`src/rtl/nic_pkg.sv`:
```
package nic_pkg;

    localparam int DATA_W         = 32;
    localparam int PRIO_W         = 8;
    localparam int REGION_W       = 3;
    localparam int REG_IDX_W      = 6;
    localparam int REG_ADDR_W     = REGION_W + REG_IDX_W;
    localparam int LINE_IDX_W     = 9;
    localparam int EXC_BASE       = 16;
    localparam int PRIOS_PER_WORD = DATA_W / PRIO_W;

    // Register regions, selected by the top address bits
    typedef enum logic [REGION_W-1:0] {
        RG_EN_SET = 3'd0,
        RG_EN_CLR = 3'd1,
        RG_PD_SET = 3'd2,
        RG_PD_CLR = 3'd3,
        RG_ACT    = 3'd4,
        RG_PRIO   = 3'd5,
        RG_CTRL   = 3'd6,
        RG_RSVD   = 3'd7
    } region_e;

    // One arbitration candidate
    typedef struct packed {
        logic                  valid;
        logic [PRIO_W-1:0]     prio;
        logic [LINE_IDX_W-1:0] idx;
    } cand_t;

    // Pick the more urgent of two candidates; `lo` holds the lower line
    // numbers, so it wins ties.
    function automatic cand_t pick(cand_t lo, cand_t hi);
        if (lo.valid && (!hi.valid || lo.prio <= hi.prio))
            return lo;
        return hi;
    endfunction

endpackage

```
`src/rtl/nic_line_bank.sv`:
```
module nic_line_bank
    import nic_pkg::*;
#(
    parameter int N_LINES = 52
) (
    input  logic               clk,
    input  logic               rst,
    input  logic [N_LINES-1:0] req,
    input  logic [N_LINES-1:0] en_set,
    input  logic [N_LINES-1:0] en_clr,
    input  logic [N_LINES-1:0] pd_set,
    input  logic [N_LINES-1:0] pd_clr,
    input  logic [N_LINES-1:0] enter_hot,
    input  logic [N_LINES-1:0] leave_hot,
    output logic [N_LINES-1:0] ena,
    output logic [N_LINES-1:0] pend,
    output logic [N_LINES-1:0] act
);

    for (genvar n = 0; n < N_LINES; n++) begin : g_line
        logic ena_q, pend_q, act_q;
        logic hw_set;

        // A level request marks the line pending when it is idle, or on the
        // very edge its handler leaves.
        assign hw_set = req[n] && (!act_q || leave_hot[n]);

        always_ff @(posedge clk) begin
            if (rst) begin
                ena_q  <= 1'b0;
                pend_q <= 1'b0;
                act_q  <= 1'b0;
            end else begin
                if (en_clr[n])
                    ena_q <= 1'b0;
                else if (en_set[n])
                    ena_q <= 1'b1;

                if (enter_hot[n] || pd_clr[n])
                    pend_q <= 1'b0;
                else if (pd_set[n] || hw_set)
                    pend_q <= 1'b1;

                if (enter_hot[n])
                    act_q <= 1'b1;
                else if (leave_hot[n])
                    act_q <= 1'b0;
            end
        end

        assign ena[n]  = ena_q;
        assign pend[n] = pend_q;
        assign act[n]  = act_q;
    end

endmodule

```
`src/rtl/nic_cfg_regs.sv`:
```
module nic_cfg_regs
    import nic_pkg::*;
#(
    parameter int N_LINES = 52
) (
    input  logic                 clk,
    input  logic                 rst,
    input  logic                 reg_we,
    input  region_e              region,
    input  logic [REG_IDX_W-1:0] widx,
    input  logic [DATA_W-1:0]    wdata,
    output logic [PRIO_W-1:0]    prio [N_LINES],
    output logic                 gmask,
    output logic [PRIO_W-1:0]    thresh
);

    localparam int PRIO_WORDS = (N_LINES + PRIOS_PER_WORD - 1) / PRIOS_PER_WORD;

    logic prio_we;
    assign prio_we = reg_we && (region == RG_PRIO) && (int'(widx) < PRIO_WORDS);

    for (genvar n = 0; n < N_LINES; n++) begin : g_prio
        localparam int WI = n / PRIOS_PER_WORD;
        localparam int SL = n % PRIOS_PER_WORD;
        logic [PRIO_W-1:0] prio_q;

        always_ff @(posedge clk) begin
            if (rst)
                prio_q <= '0;
            else if (prio_we && widx == REG_IDX_W'(WI))
                prio_q <= wdata[SL*PRIO_W +: PRIO_W];
        end

        assign prio[n] = prio_q;
    end

    always_ff @(posedge clk) begin
        if (rst) begin
            gmask  <= 1'b0;
            thresh <= '0;
        end else if (reg_we && region == RG_CTRL) begin
            if (widx == REG_IDX_W'(0))
                gmask <= wdata[0];
            if (widx == REG_IDX_W'(1))
                thresh <= wdata[PRIO_W-1:0];
        end
    end

endmodule

```
`src/rtl/nic_min_arb.sv`:
```
module nic_min_arb
    import nic_pkg::*;
#(
    parameter int N_LINES = 52
) (
    input  logic [N_LINES-1:0] valid,
    input  logic [PRIO_W-1:0]  prio [N_LINES],
    output cand_t              win
);

    localparam int LEVELS = (N_LINES > 1) ? $clog2(N_LINES) : 1;
    localparam int LEAVES = 1 << LEVELS;

    cand_t work [LEAVES];

    // Balanced reduction tree, done in place: at each level slot i takes the
    // better of slots 2i and 2i+1, so lower line numbers stay on the left.
    always_comb begin
        for (int i = 0; i < LEAVES; i++) begin
            if (i < N_LINES) begin
                work[i].valid = valid[i];
                work[i].prio  = prio[i];
                work[i].idx   = LINE_IDX_W'(i);
            end else begin
                work[i] = '0;
            end
        end
        for (int lvl = 0; lvl < LEVELS; lvl++) begin
            for (int i = 0; i < (LEAVES >> (lvl + 1)); i++)
                work[i] = pick(work[2*i], work[2*i+1]);
        end
        win = work[0];
    end

endmodule

```
`src/rtl/nest_irq_ctrl.sv`:
```
module nest_irq_ctrl
    import nic_pkg::*;
#(
    parameter  int N_LINES = 52,
    localparam int EXC_W   = $clog2(N_LINES + EXC_BASE)
) (
    input  logic                  clk,
    input  logic                  rst,
    input  logic [N_LINES-1:0]    irq_line,
    input  logic                  reg_we,
    input  logic [REG_ADDR_W-1:0] reg_addr,
    input  logic [DATA_W-1:0]     reg_wdata,
    output logic [DATA_W-1:0]     reg_rdata,
    input  logic                  ack_entry,
    input  logic                  ack_exit,
    output logic                  irq_req,
    output logic [EXC_W-1:0]      irq_num,
    output logic [EXC_W+1:0]      vec_offset
);

    localparam int LW = (N_LINES > 1) ? $clog2(N_LINES) : 1;

    region_e              region;
    logic [REG_IDX_W-1:0] ridx;

    assign region = region_e'(reg_addr[REG_ADDR_W-1 -: REGION_W]);
    assign ridx   = reg_addr[REG_IDX_W-1:0];

    logic [N_LINES-1:0] en_set, en_clr, pd_set, pd_clr;
    logic [N_LINES-1:0] enter_hot, leave_hot;
    logic [N_LINES-1:0] ena, pend, act, ready;
    logic [PRIO_W-1:0]  prio [N_LINES];
    logic               gmask;
    logic [PRIO_W-1:0]  thresh;
    cand_t              pend_win, act_win;

    // Per-line write decode and the handshake steering
    for (genvar n = 0; n < N_LINES; n++) begin : g_dec
        localparam int WB = n / DATA_W;
        localparam int BB = n % DATA_W;
        logic hit;

        assign hit          = reg_we && (ridx == REG_IDX_W'(WB)) && reg_wdata[BB];
        assign en_set[n]    = hit && (region == RG_EN_SET);
        assign en_clr[n]    = hit && (region == RG_EN_CLR);
        assign pd_set[n]    = hit && (region == RG_PD_SET);
        assign pd_clr[n]    = hit && (region == RG_PD_CLR);
        assign enter_hot[n] = ack_entry && irq_req && (pend_win.idx == LINE_IDX_W'(n));
        assign leave_hot[n] = ack_exit && act_win.valid && (act_win.idx == LINE_IDX_W'(n));
    end

    nic_line_bank #(.N_LINES(N_LINES)) u_bank (
        .clk       (clk),
        .rst       (rst),
        .req       (irq_line),
        .en_set    (en_set),
        .en_clr    (en_clr),
        .pd_set    (pd_set),
        .pd_clr    (pd_clr),
        .enter_hot (enter_hot),
        .leave_hot (leave_hot),
        .ena       (ena),
        .pend      (pend),
        .act       (act)
    );

    nic_cfg_regs #(.N_LINES(N_LINES)) u_cfg (
        .clk    (clk),
        .rst    (rst),
        .reg_we (reg_we),
        .region (region),
        .widx   (ridx),
        .wdata  (reg_wdata),
        .prio   (prio),
        .gmask  (gmask),
        .thresh (thresh)
    );

    assign ready = pend & ena;

    nic_min_arb #(.N_LINES(N_LINES)) u_pend_arb (
        .valid (ready),
        .prio  (prio),
        .win   (pend_win)
    );

    // The most urgent active line sets the running level and is the one
    // retired by an exit handshake.
    nic_min_arb #(.N_LINES(N_LINES)) u_act_arb (
        .valid (act),
        .prio  (prio),
        .win   (act_win)
    );

    logic pass_thr, pass_nest;

    assign pass_thr   = (thresh == '0) || (pend_win.prio <= thresh);
    assign pass_nest  = !act_win.valid || (pend_win.prio < act_win.prio);
    assign irq_req    = pend_win.valid && !gmask && pass_thr && pass_nest;
    assign irq_num    = irq_req ? (EXC_W'(pend_win.idx) + EXC_W'(EXC_BASE)) : '0;
    assign vec_offset = {irq_num, 2'b00};

    // Read path
    function automatic logic [DATA_W-1:0] bit_word(input logic [N_LINES-1:0] v,
                                                   input logic [REG_IDX_W-1:0] w);
        logic [DATA_W-1:0] r;
        r = '0;
        for (int b = 0; b < DATA_W; b++) begin
            if (int'(w) * DATA_W + b < N_LINES)
                r[b] = v[LW'(int'(w) * DATA_W + b)];
        end
        return r;
    endfunction

    always_comb begin
        reg_rdata = '0;
        case (region)
            RG_EN_SET, RG_EN_CLR: reg_rdata = bit_word(ena, ridx);
            RG_PD_SET, RG_PD_CLR: reg_rdata = bit_word(pend, ridx);
            RG_ACT:               reg_rdata = bit_word(act, ridx);
            RG_PRIO: begin
                for (int s = 0; s < PRIOS_PER_WORD; s++) begin
                    if (int'(ridx) * PRIOS_PER_WORD + s < N_LINES)
                        reg_rdata[s*PRIO_W +: PRIO_W] =
                            prio[LW'(int'(ridx) * PRIOS_PER_WORD + s)];
                end
            end
            RG_CTRL: begin
                if (ridx == REG_IDX_W'(0))
                    reg_rdata[0] = gmask;
                else if (ridx == REG_IDX_W'(1))
                    reg_rdata[PRIO_W-1:0] = thresh;
            end
            default: reg_rdata = '0;
        endcase
    end

endmodule

```
`config.mk`:
```
export PLATFORM = sky130hd
export DESIGN_NAME = nest_irq_ctrl
export DESIGN_NICKNAME = d
export VERILOG_FILES = /design/src/rtl/nic_pkg.sv /design/src/rtl/nic_line_bank.sv /design/src/rtl/nic_cfg_regs.sv /design/src/rtl/nic_min_arb.sv /design/src/rtl/nest_irq_ctrl.sv
export SDC_FILE = /design/constraint.sdc
export NUM_CORES = 2
export LEC_CHECK = 0
export BUFFER_PORTS_ARGS = -buffer_cell sky130_fd_sc_hd__buf_2
export CAP_MARGIN = 20
export CORE_ASPECT_RATIO = 1.4
export CORE_MARGIN = 3
export CORE_UTILIZATION = 45
export DETAILED_ROUTE_END_ITERATION = 10
export HOLD_SLACK_MARGIN = 0.05
export REMOVE_ABC_BUFFERS = 1
export SYNTH_ARGS = -nofsm -noshare
export SYNTH_HDL_FRONTEND = slang
export SYNTH_SLANG_ARGS = --single-unit
```
`constraint.sdc`:
```
create_clock -name clk -period 32 [get_ports clk]
set_clock_uncertainty 0.1 [all_clocks]
set_input_delay 1.6 -clock clk [delete_from_list [all_inputs] [get_ports clk]]
set_output_delay 1.6 -clock clk [all_outputs]
set_load 0.05 [all_outputs]
```
Word-level counts from Yosys, hierarchy flattened
Index checks and enable logic that the tools add are counted.

word-level totals
  register bits = 581
  input bits = 98
  word-level logic and storage cells = 2,442
  output and inout bits = 49

operators by class
  mux-type cells = 825
  reduce and logical (&&, ||, !) cells = 1,096
  bitwise gates (word level) = 5
  magnitude comparators = 151
  eq/ne operators = 120
  add/sub/neg operators = 35

operators by type and width
  operator                                                     number
  two-way mux 18 bit                                           212
  less-than comparator 32 x 7 -> 1 bit, second input constant  34
  less-or-equal comparator 8 bit                               77
  binary-select mux 1 bit (select 6 bit)                       93
  logical AND 1 bit                                            541
  two-way mux 1 bit                                            499
  == test 9 x 6 -> 1 bit, second input constant                40
  == test 9 x 5 -> 1 bit, second input constant                32
  logical OR 1 bit                                             260
  less-than comparator 6 x 8 -> 1 bit, second input constant   32
  OR reduction 2 bit                                           106
  adder 11 x 5 -> 12 bit, second input constant                16
  binary-select mux 8 bit (select 6 bit)                       4
  == test 9 x 4 -> 1 bit, second input constant                16
  logical NOT 1 bit                                            130
  two-way mux 8 bit                                            13
  nonzero test 2 bit                                           52
  adder 11 x 4 -> 12 bit, second input constant                8
  one-hot mux 24 bit (4 select lines)                          1
  == test 9 x 3 -> 1 bit, second input constant                8
  bitwise AND 52 bit                                           1
  adder 11 x 3 -> 12 bit, second input constant                4
  one-hot mux 8 bit (5 select lines)                           1
  == test 9 x 2 -> 1 bit, second input constant                4
  other kinds (25)                                             48

Longest topological paths before layout
  depth after elaboration = 39
  mapped depth = 71
  depth with buffers taken out = 63

Cells and area by module
Synthesis repeated with hierarchy kept, for this count alone.

unflattened totals
  cells, all modules = 8,919
  area, all modules = 68,887.3 um^2

modules (own cells, without submodules)
  module                     seq. area each (um^2)  cells each  area an instance (um^2)  instances
  nic_min_arb at u_act_arb   0.0                    2,848       18,881.9                 1
  nic_min_arb at u_pend_arb  0.0                    2,722       18,495.2                 1
  nic_cfg_regs               8,508.2                1,462       16,363.2                 1
  nest_irq_ctrl              0.0                    1,194       8,539.4                  1
  nic_line_bank              3,123.0                693         6,607.6                  1

Worst setup path after synthesis
OpenSTA, ideal clock, no wires.

  path kind = reg2out
  start point = reg u_cfg.g_prio[5].prio_q[7]
  end point = out vec_offset[2]
  setup slack = 16.234 ns
  arrival = 14.066 ns
  required time = 30.300 ns
  path buffers = 10
  stages on the path, launching flop included = 67
  path through = dfxtp_1 -> inv_1 -> ha_1 -> nand4_1 -> or2_2 -> a31o_2 -> o31ai_1 -> buf_2 -> mux2i_1 -> inv_1 -> ha_1 -> nor2b_1 -> o21a_1 -> o21ai_0 -> a21oi_1 -> nor2_1 -> mux2i_1 -> inv_1 -> [31 not listed] -> buf_2 -> buf_2 -> mux2i_1 -> ha_1 -> nor2b_1 -> o21a_1 -> o21a_1 -> o21a_1 -> o21a_1 -> o211ai_1 -> nand3_1 -> a221oi_1 -> o211ai_2 -> and2_1 -> buf_4 -> buf_2 -> nor2_1 -> buf_4

on the way
  word-level cells in the longest chain between the ends = 35
  elaborated cells on any way between the ends = 79
  classes of those cells = add/sub (1); order compare (13); mux (33); reduce/logical (32)

RTL lines
  element                         RTL line              source
  start: declaration              nic_cfg_regs.sv:25    logic [PRIO_W-1:0] prio_q;
  start signal: assignment        nic_cfg_regs.sv:31    prio_q <= wdata[SL*PRIO_W +: PRIO_W];
  less-or-equal comparator 8 bit  nic_pkg.sv:34         if (lo.valid && (!hi.valid || lo.prio <= hi.prio))
  logical OR 1 bit                nic_pkg.sv:34
  logical AND 1 bit               nic_pkg.sv:34
  two-way mux 1 bit               nic_pkg.sv:34
  two-way mux 18 bit              nic_pkg.sv:36         return hi;
  less-or-equal comparator 8 bit  nic_pkg.sv:34
  logical OR 1 bit                nic_pkg.sv:34
  logical AND 1 bit               nic_pkg.sv:34
  [18 not listed]                 --
  logical OR 1 bit                nic_pkg.sv:34
  logical AND 1 bit               nic_pkg.sv:34
  two-way mux 1 bit               nic_pkg.sv:34
  two-way mux 18 bit              nic_pkg.sv:36
  less-or-equal comparator 8 bit  nest_irq_ctrl.sv:97   assign pass_thr = (thresh == '0) || (pend_win.prio <= thresh);
  logical OR 1 bit                nest_irq_ctrl.sv:97
  logical AND 1 bit (2 in a row)  nest_irq_ctrl.sv:99   assign irq_req = pend_win.valid && !gmask && pass_thr && pass_nest;
  two-way mux 7 bit *             nest_irq_ctrl.sv:100  assign irq_num = irq_req ? (EXC_W'(pend_win.idx) + EXC_W'(EXC_BASE)) : '0;
  end: declaration                nest_irq_ctrl.sv:18   output logic [EXC_W+1:0] vec_offset

Every way passes the cells marked *; elsewhere a longest branch is shown, timed or not. The select of a mux whose other input is x is not followed.

Final worst setup path
  start point = reg u_cfg.g_prio[34].prio_q[0]
  end point = out irq_num[1]

on the way
  word-level cells in the longest chain between the ends = 35
  elaborated cells on any way between the ends = 81
  classes of those cells = add/sub (1); order compare (13); mux (33); reduce/logical (34)

RTL lines
  element                                                              RTL line              source
  start: declaration                                                   nic_cfg_regs.sv:25
  start signal: assignment                                             nic_cfg_regs.sv:31
  less-or-equal comparator 8 bit                                       nic_pkg.sv:34
  logical OR 1 bit                                                     nic_pkg.sv:34
  logical AND 1 bit                                                    nic_pkg.sv:34
  two-way mux 1 bit                                                    nic_pkg.sv:34
  two-way mux 18 bit                                                   nic_pkg.sv:36
  less-or-equal comparator 8 bit or logical NOT 1 bit (tied branches)  nic_pkg.sv:34
  logical OR 1 bit                                                     nic_pkg.sv:34
  logical AND 1 bit                                                    nic_pkg.sv:34
  [18 not listed]                                                      --
  logical OR 1 bit                                                     nic_pkg.sv:34
  logical AND 1 bit                                                    nic_pkg.sv:34
  two-way mux 1 bit                                                    nic_pkg.sv:34
  two-way mux 18 bit                                                   nic_pkg.sv:36
  less-or-equal comparator 8 bit                                       nest_irq_ctrl.sv:97
  logical OR 1 bit                                                     nest_irq_ctrl.sv:97
  logical AND 1 bit (2 in a row)                                       nest_irq_ctrl.sv:99
  two-way mux 7 bit *                                                  nest_irq_ctrl.sv:100
  end: declaration                                                     nest_irq_ctrl.sv:17   output logic [EXC_W-1:0] irq_num,

Marks and branches as above.

==> implementation parameters <==
Parameter                              Value

Routing
  Overall routed net length    around 310 mm
  Starting DRC count in detailed routing    7639
  Via density per instance    6.82
  Number of vias after detailed routing    58.3k
  Number of nets with antenna violations after routing    0
  DRC Markers    0
  Routed len/inst    36.6 um
  Number of detailed-route iterations in the first pass    10

Worst setup path
  Crit path launch type    flip-flop
  Top fanout value on the critical path    43
  Arrival time worst endpoint    between 15 and 20 ns
  Crit end category    primary output
  Slowest stage cell on the critical path    sky130_fd_sc_hd__a41oi_2
  Slowest cell delay on critical path    0.80 ns
  Worst setup path class    flip-flop to primary output
  Required @ worst endpoint    30.30 ns
  Most Frequent Cell on Critical Path    sky130_fd_sc_hd__ha_1
  Cell depth of the worst flop-to-flop path    59

Power and ir drop
  Combinational power share    7.7%
  Peak supply drop    approximately 0.046 mV
  Cell Pwr Density    roughly 30 mW/mm^2
  Net Sw Power    0.000500 W
  Standby leakage power    23.5 nW
  Clk network pwr share    roughly 50%
  Internal power component    0.00127 W
  Net Sw Frac    28.2%
  Flop pwr share    41.6%

Yosys
  Post-synthesis cell count    6944
  Warning count from the yosys run    0
  Mean cell area of the mapped netlist    7.81 um^2
  Fraction of synthesis flops using an asynchronous set or reset pin    0%
  Portion of the post-synthesis area used by sequential elements    21.5%
  Mapped Area    about 0.054 mm^2
  Number of distinct standard cells referenced by the synthesized netlist    ~90
  Count of flip-flops with a built-in enable after synthesis    0
  Most frequently used flop master after synthesis    sky130_fd_sc_hd__dfxtp_1
  FF+latch count, synth    581

Layout
  Multi-input gate area in the final layout    0.0388 mm^2
  Fill cell instance count of the final layout    11.8k
  Footprint of the flip-flops and latches    0.0116 mm^2
  Final layout net count    around 7.6k
  Area growth from synthesis to final layout    9.64%
  Layout cells sized above 1    12.5%

Placement
  Post-DP HPWL    238 mm
  RePlAce Congestion    1.18
  Port bufs    144

Die
  Core Region    0.120 mm^2
  Top-Level Pins    147
  Width of the die    299 um
  Total Die Area    0.125 mm^2
  Die outline height    417 um
  Starting density of the core    45.3%
  Total number of placement rows    150

Clock network
  Clock tree from TritonCTS    done
  Clk pin slew, worst setup/hold paths    around 0.06 ns
  Number of buffers created by CTS    69
  Count of clock tree sinks    slightly below 600
  Clock H-tree levels    3
  Clock Tree Buf Depth    3
  Hold-fix buffers at CTS    0
  Clock Root Buffer    sky130_fd_sc_hd__clkbuf_16
  Post_cts resized    0
  Post-CTS setup repair buffer count    0
  Clock network latency to the later pin of the worst-skew pair    ~0.74 ns

Global routing
  Remaining global-route overflow    0
  Total global routing track utilization    around half
  Pin count of the biggest net entering global routing    just over 100
  Via count of the first global-routing pass    53.8k
  Global-route wire length before repair    about 420 mm
  Number of antenna violations at the first check in global routing    24

STA
  RSZ-0062 raised after global routing    no
  Final Hold Fails    0
  Final Max Tran Viols    0
  Sum Neg Setup Slack    0 ns
  Final hold slack    0.389 ns
  Timing-limited maximum frequency    50.0 MHz
  Tightest slew margin relative to the limit    between 10% and 20%
  Period minus WS final    between 15 and 20 ns
  Crit share post-route    between 60% and 70%
  Setup violation total in the final timing report    0
  Slew at the pin closest to its max-slew limit    about 1.3 ns

Run
  Max-Cap Viols    0

Worst hold path
  Hold path depth    2
  Hold/Removal Path Class    flip-flop to flip-flop

Status
  Result of the run    finished clean
[layout by cell type, fill, tap and decap left out, types with 73 or more instances in the layout]
| cell | n |
|---|---|
| sky130_fd_sc_hd__a211oi_1 | 95 |
| sky130_fd_sc_hd__a21oi_1 | 760 |
| sky130_fd_sc_hd__a221oi_1 | 107 |
| sky130_fd_sc_hd__buf_2 | 143 |
| sky130_fd_sc_hd__buf_4 | 163 |
| sky130_fd_sc_hd__dfxtp_1 | 581 |
| sky130_fd_sc_hd__ha_1 | 627 |
| sky130_fd_sc_hd__inv_1 | 619 |
| sky130_fd_sc_hd__mux2_2 | 170 |
| sky130_fd_sc_hd__mux2i_1 | 588 |
| sky130_fd_sc_hd__mux4_2 | 96 |
| sky130_fd_sc_hd__nand2_1 | 1177 |
| sky130_fd_sc_hd__nand3_1 | 76 |
| sky130_fd_sc_hd__nand4_1 | 134 |
| sky130_fd_sc_hd__nor2_1 | 241 |
| sky130_fd_sc_hd__o211ai_1 | 73 |
| sky130_fd_sc_hd__o21ai_0 | 202 |
[power by group through the flow]
stage	Combinational, W	Clock, W	Sequential [W]
after CTS	0.000127	0.000900	0.000736
after detailed placement	0.000126	0	0.000752
after global placement	0.000126	0	0.000753
final	0.000136	0.000901	0.000737
after floorplan	0.0000312	0	0.000748
after global routing	0.000133	0.000924	0.000737
[metrics by stage]
step	setup slack (ns)	util [%]	power, W	cell area, um^2	cells
2_1_floorplan	14.40	-	0.000779	52400	6498
3_3_place_gp	11.74	47.4	0.000879	56700	8391
3_5_place_dp	13.28	47.5	0.000879	56700	8398
4_1_cts	12.44	49.5	0.00176	59200	8521
5_1_grt	11.17	49.7	0.00179	59400	8542
6_report	12.00	49.7	0.00177	59400	8559
[Yosys cell counts, types with 28 or more instances]
library cell / n / area, um^2
sky130_fd_sc_hd__a221o_1: 43 / 430
sky130_fd_sc_hd__o21ai_0: 204 / 1020
sky130_fd_sc_hd__o21a_1: 47 / 353
sky130_fd_sc_hd__a22oi_1: 28 / 210
sky130_fd_sc_hd__mux2_2: 170 / 1910
sky130_fd_sc_hd__a221oi_1: 109 / 955
sky130_fd_sc_hd__dfxtp_1: 581 / 11600
sky130_fd_sc_hd__mux2i_1: 590 / 5910
sky130_fd_sc_hd__clkbuf_1: 358 / 1340
sky130_fd_sc_hd__and3_1: 35 / 219
sky130_fd_sc_hd__nand4_1: 134 / 838
sky130_fd_sc_hd__nor2b_1: 63 / 394
sky130_fd_sc_hd__a31oi_1: 72 / 450
sky130_fd_sc_hd__o22ai_1: 59 / 369
sky130_fd_sc_hd__buf_1: 43 / 161
sky130_fd_sc_hd__o211ai_1: 73 / 548
sky130_fd_sc_hd__nand2_1: 1178 / 4420
sky130_fd_sc_hd__nor4_1: 28 / 175
sky130_fd_sc_hd__a2111oi_0: 29 / 254
sky130_fd_sc_hd__or2_2: 34 / 213
sky130_fd_sc_hd__ha_1: 627 / 7850
sky130_fd_sc_hd__inv_1: 619 / 2320
sky130_fd_sc_hd__nand3_1: 76 / 380
sky130_fd_sc_hd__a21oi_1: 760 / 3800
sky130_fd_sc_hd__nor3_1: 43 / 215
sky130_fd_sc_hd__a211oi_1: 97 / 728
sky130_fd_sc_hd__a21o_1: 70 / 526
sky130_fd_sc_hd__mux4_2: 96 / 2160
sky130_fd_sc_hd__nor2_1: 256 / 961
sky130_fd_sc_hd__a31o_2: 39 / 342
[critical path: cells and delay by family, from the launching register on]
family	cells	cell delay [ns]
mux	4	1.44
buf+inv	9	2.45
flops	1	0.65
fa+ha+maj	7	2.12
compound gates	27	8.38
simple gates	13	2.46
[per-layer routing]
metal | vias to the layer above | share of wire, % | track usage, %
met5 | - | 0.014 | 0.585
met4 | 6 | 13 | 51.1
met3 | 1413 | 11 | 14.9
met2 | 4030 | 42 | 72.2
met1 | 27800 | 34 | 52.3
li1 | 25000 | - | -
[path summary, 6_finish.rpt]
path / startpoint / endpoint / slack, ns
worst max-delay path: u_cfg.g_prio[34].prio_q[0]$_SDFFE_PP0P_ / irq_num[1] / 12.00
worst min-delay path: u_cfg.g_prio[23].prio_q[5]$_SDFFE_PP0P_ / u_cfg.g_prio[23].prio_q[5]$_SDFFE_PP0P_ / 0.39
worst max register to register: u_cfg.g_prio[34].prio_q[0]$_SDFFE_PP0P_ / u_bank.g_line[49].pend_q$_SDFFE_PP0P_ / 14.46
worst min register to register: u_cfg.g_prio[23].prio_q[5]$_SDFFE_PP0P_ / u_cfg.g_prio[23].prio_q[5]$_SDFFE_PP0P_ / 0.39
[cell type report]
cell class / count / share of cell area [%]
Tap cell: 1596 / 3.36
Sequential cell: 581 / 19.6
Clock buffer: 92 / 3.25
Clock inverter: 31 / 0.853
Timing Repair Buffer: 323 / 3.63
Multi-Input combinational cell: 5295 / 65.3
Antenna cell: 19 / 0.0800
Inverter: 622 / 3.93
[sequential cells by signal, indices dropped and copies added, names as in the netlist]
| signal | cells |
|---|---|
| u_bank.g_line.act_q | 52 |
| u_bank.g_line.ena_q | 52 |
| u_bank.g_line.pend_q | 52 |
| u_cfg.g_prio.prio_q | 416 |
| u_cfg.gmask | 1 |
| u_cfg.thresh | 8 |
[logic make-up after synthesis]
kind of cell | synth area share [%]
AND/OR/NAND/NOR | 16.2
AO/OA/AOI/OAI | 21.8
buffers and inverters | 7.63
multiplexers | 18.4
adder cells (fa/ha/maj) | 14.5
flip-flops | 21.5
other | 0.00692
Power figures use the tool's default switching activity.
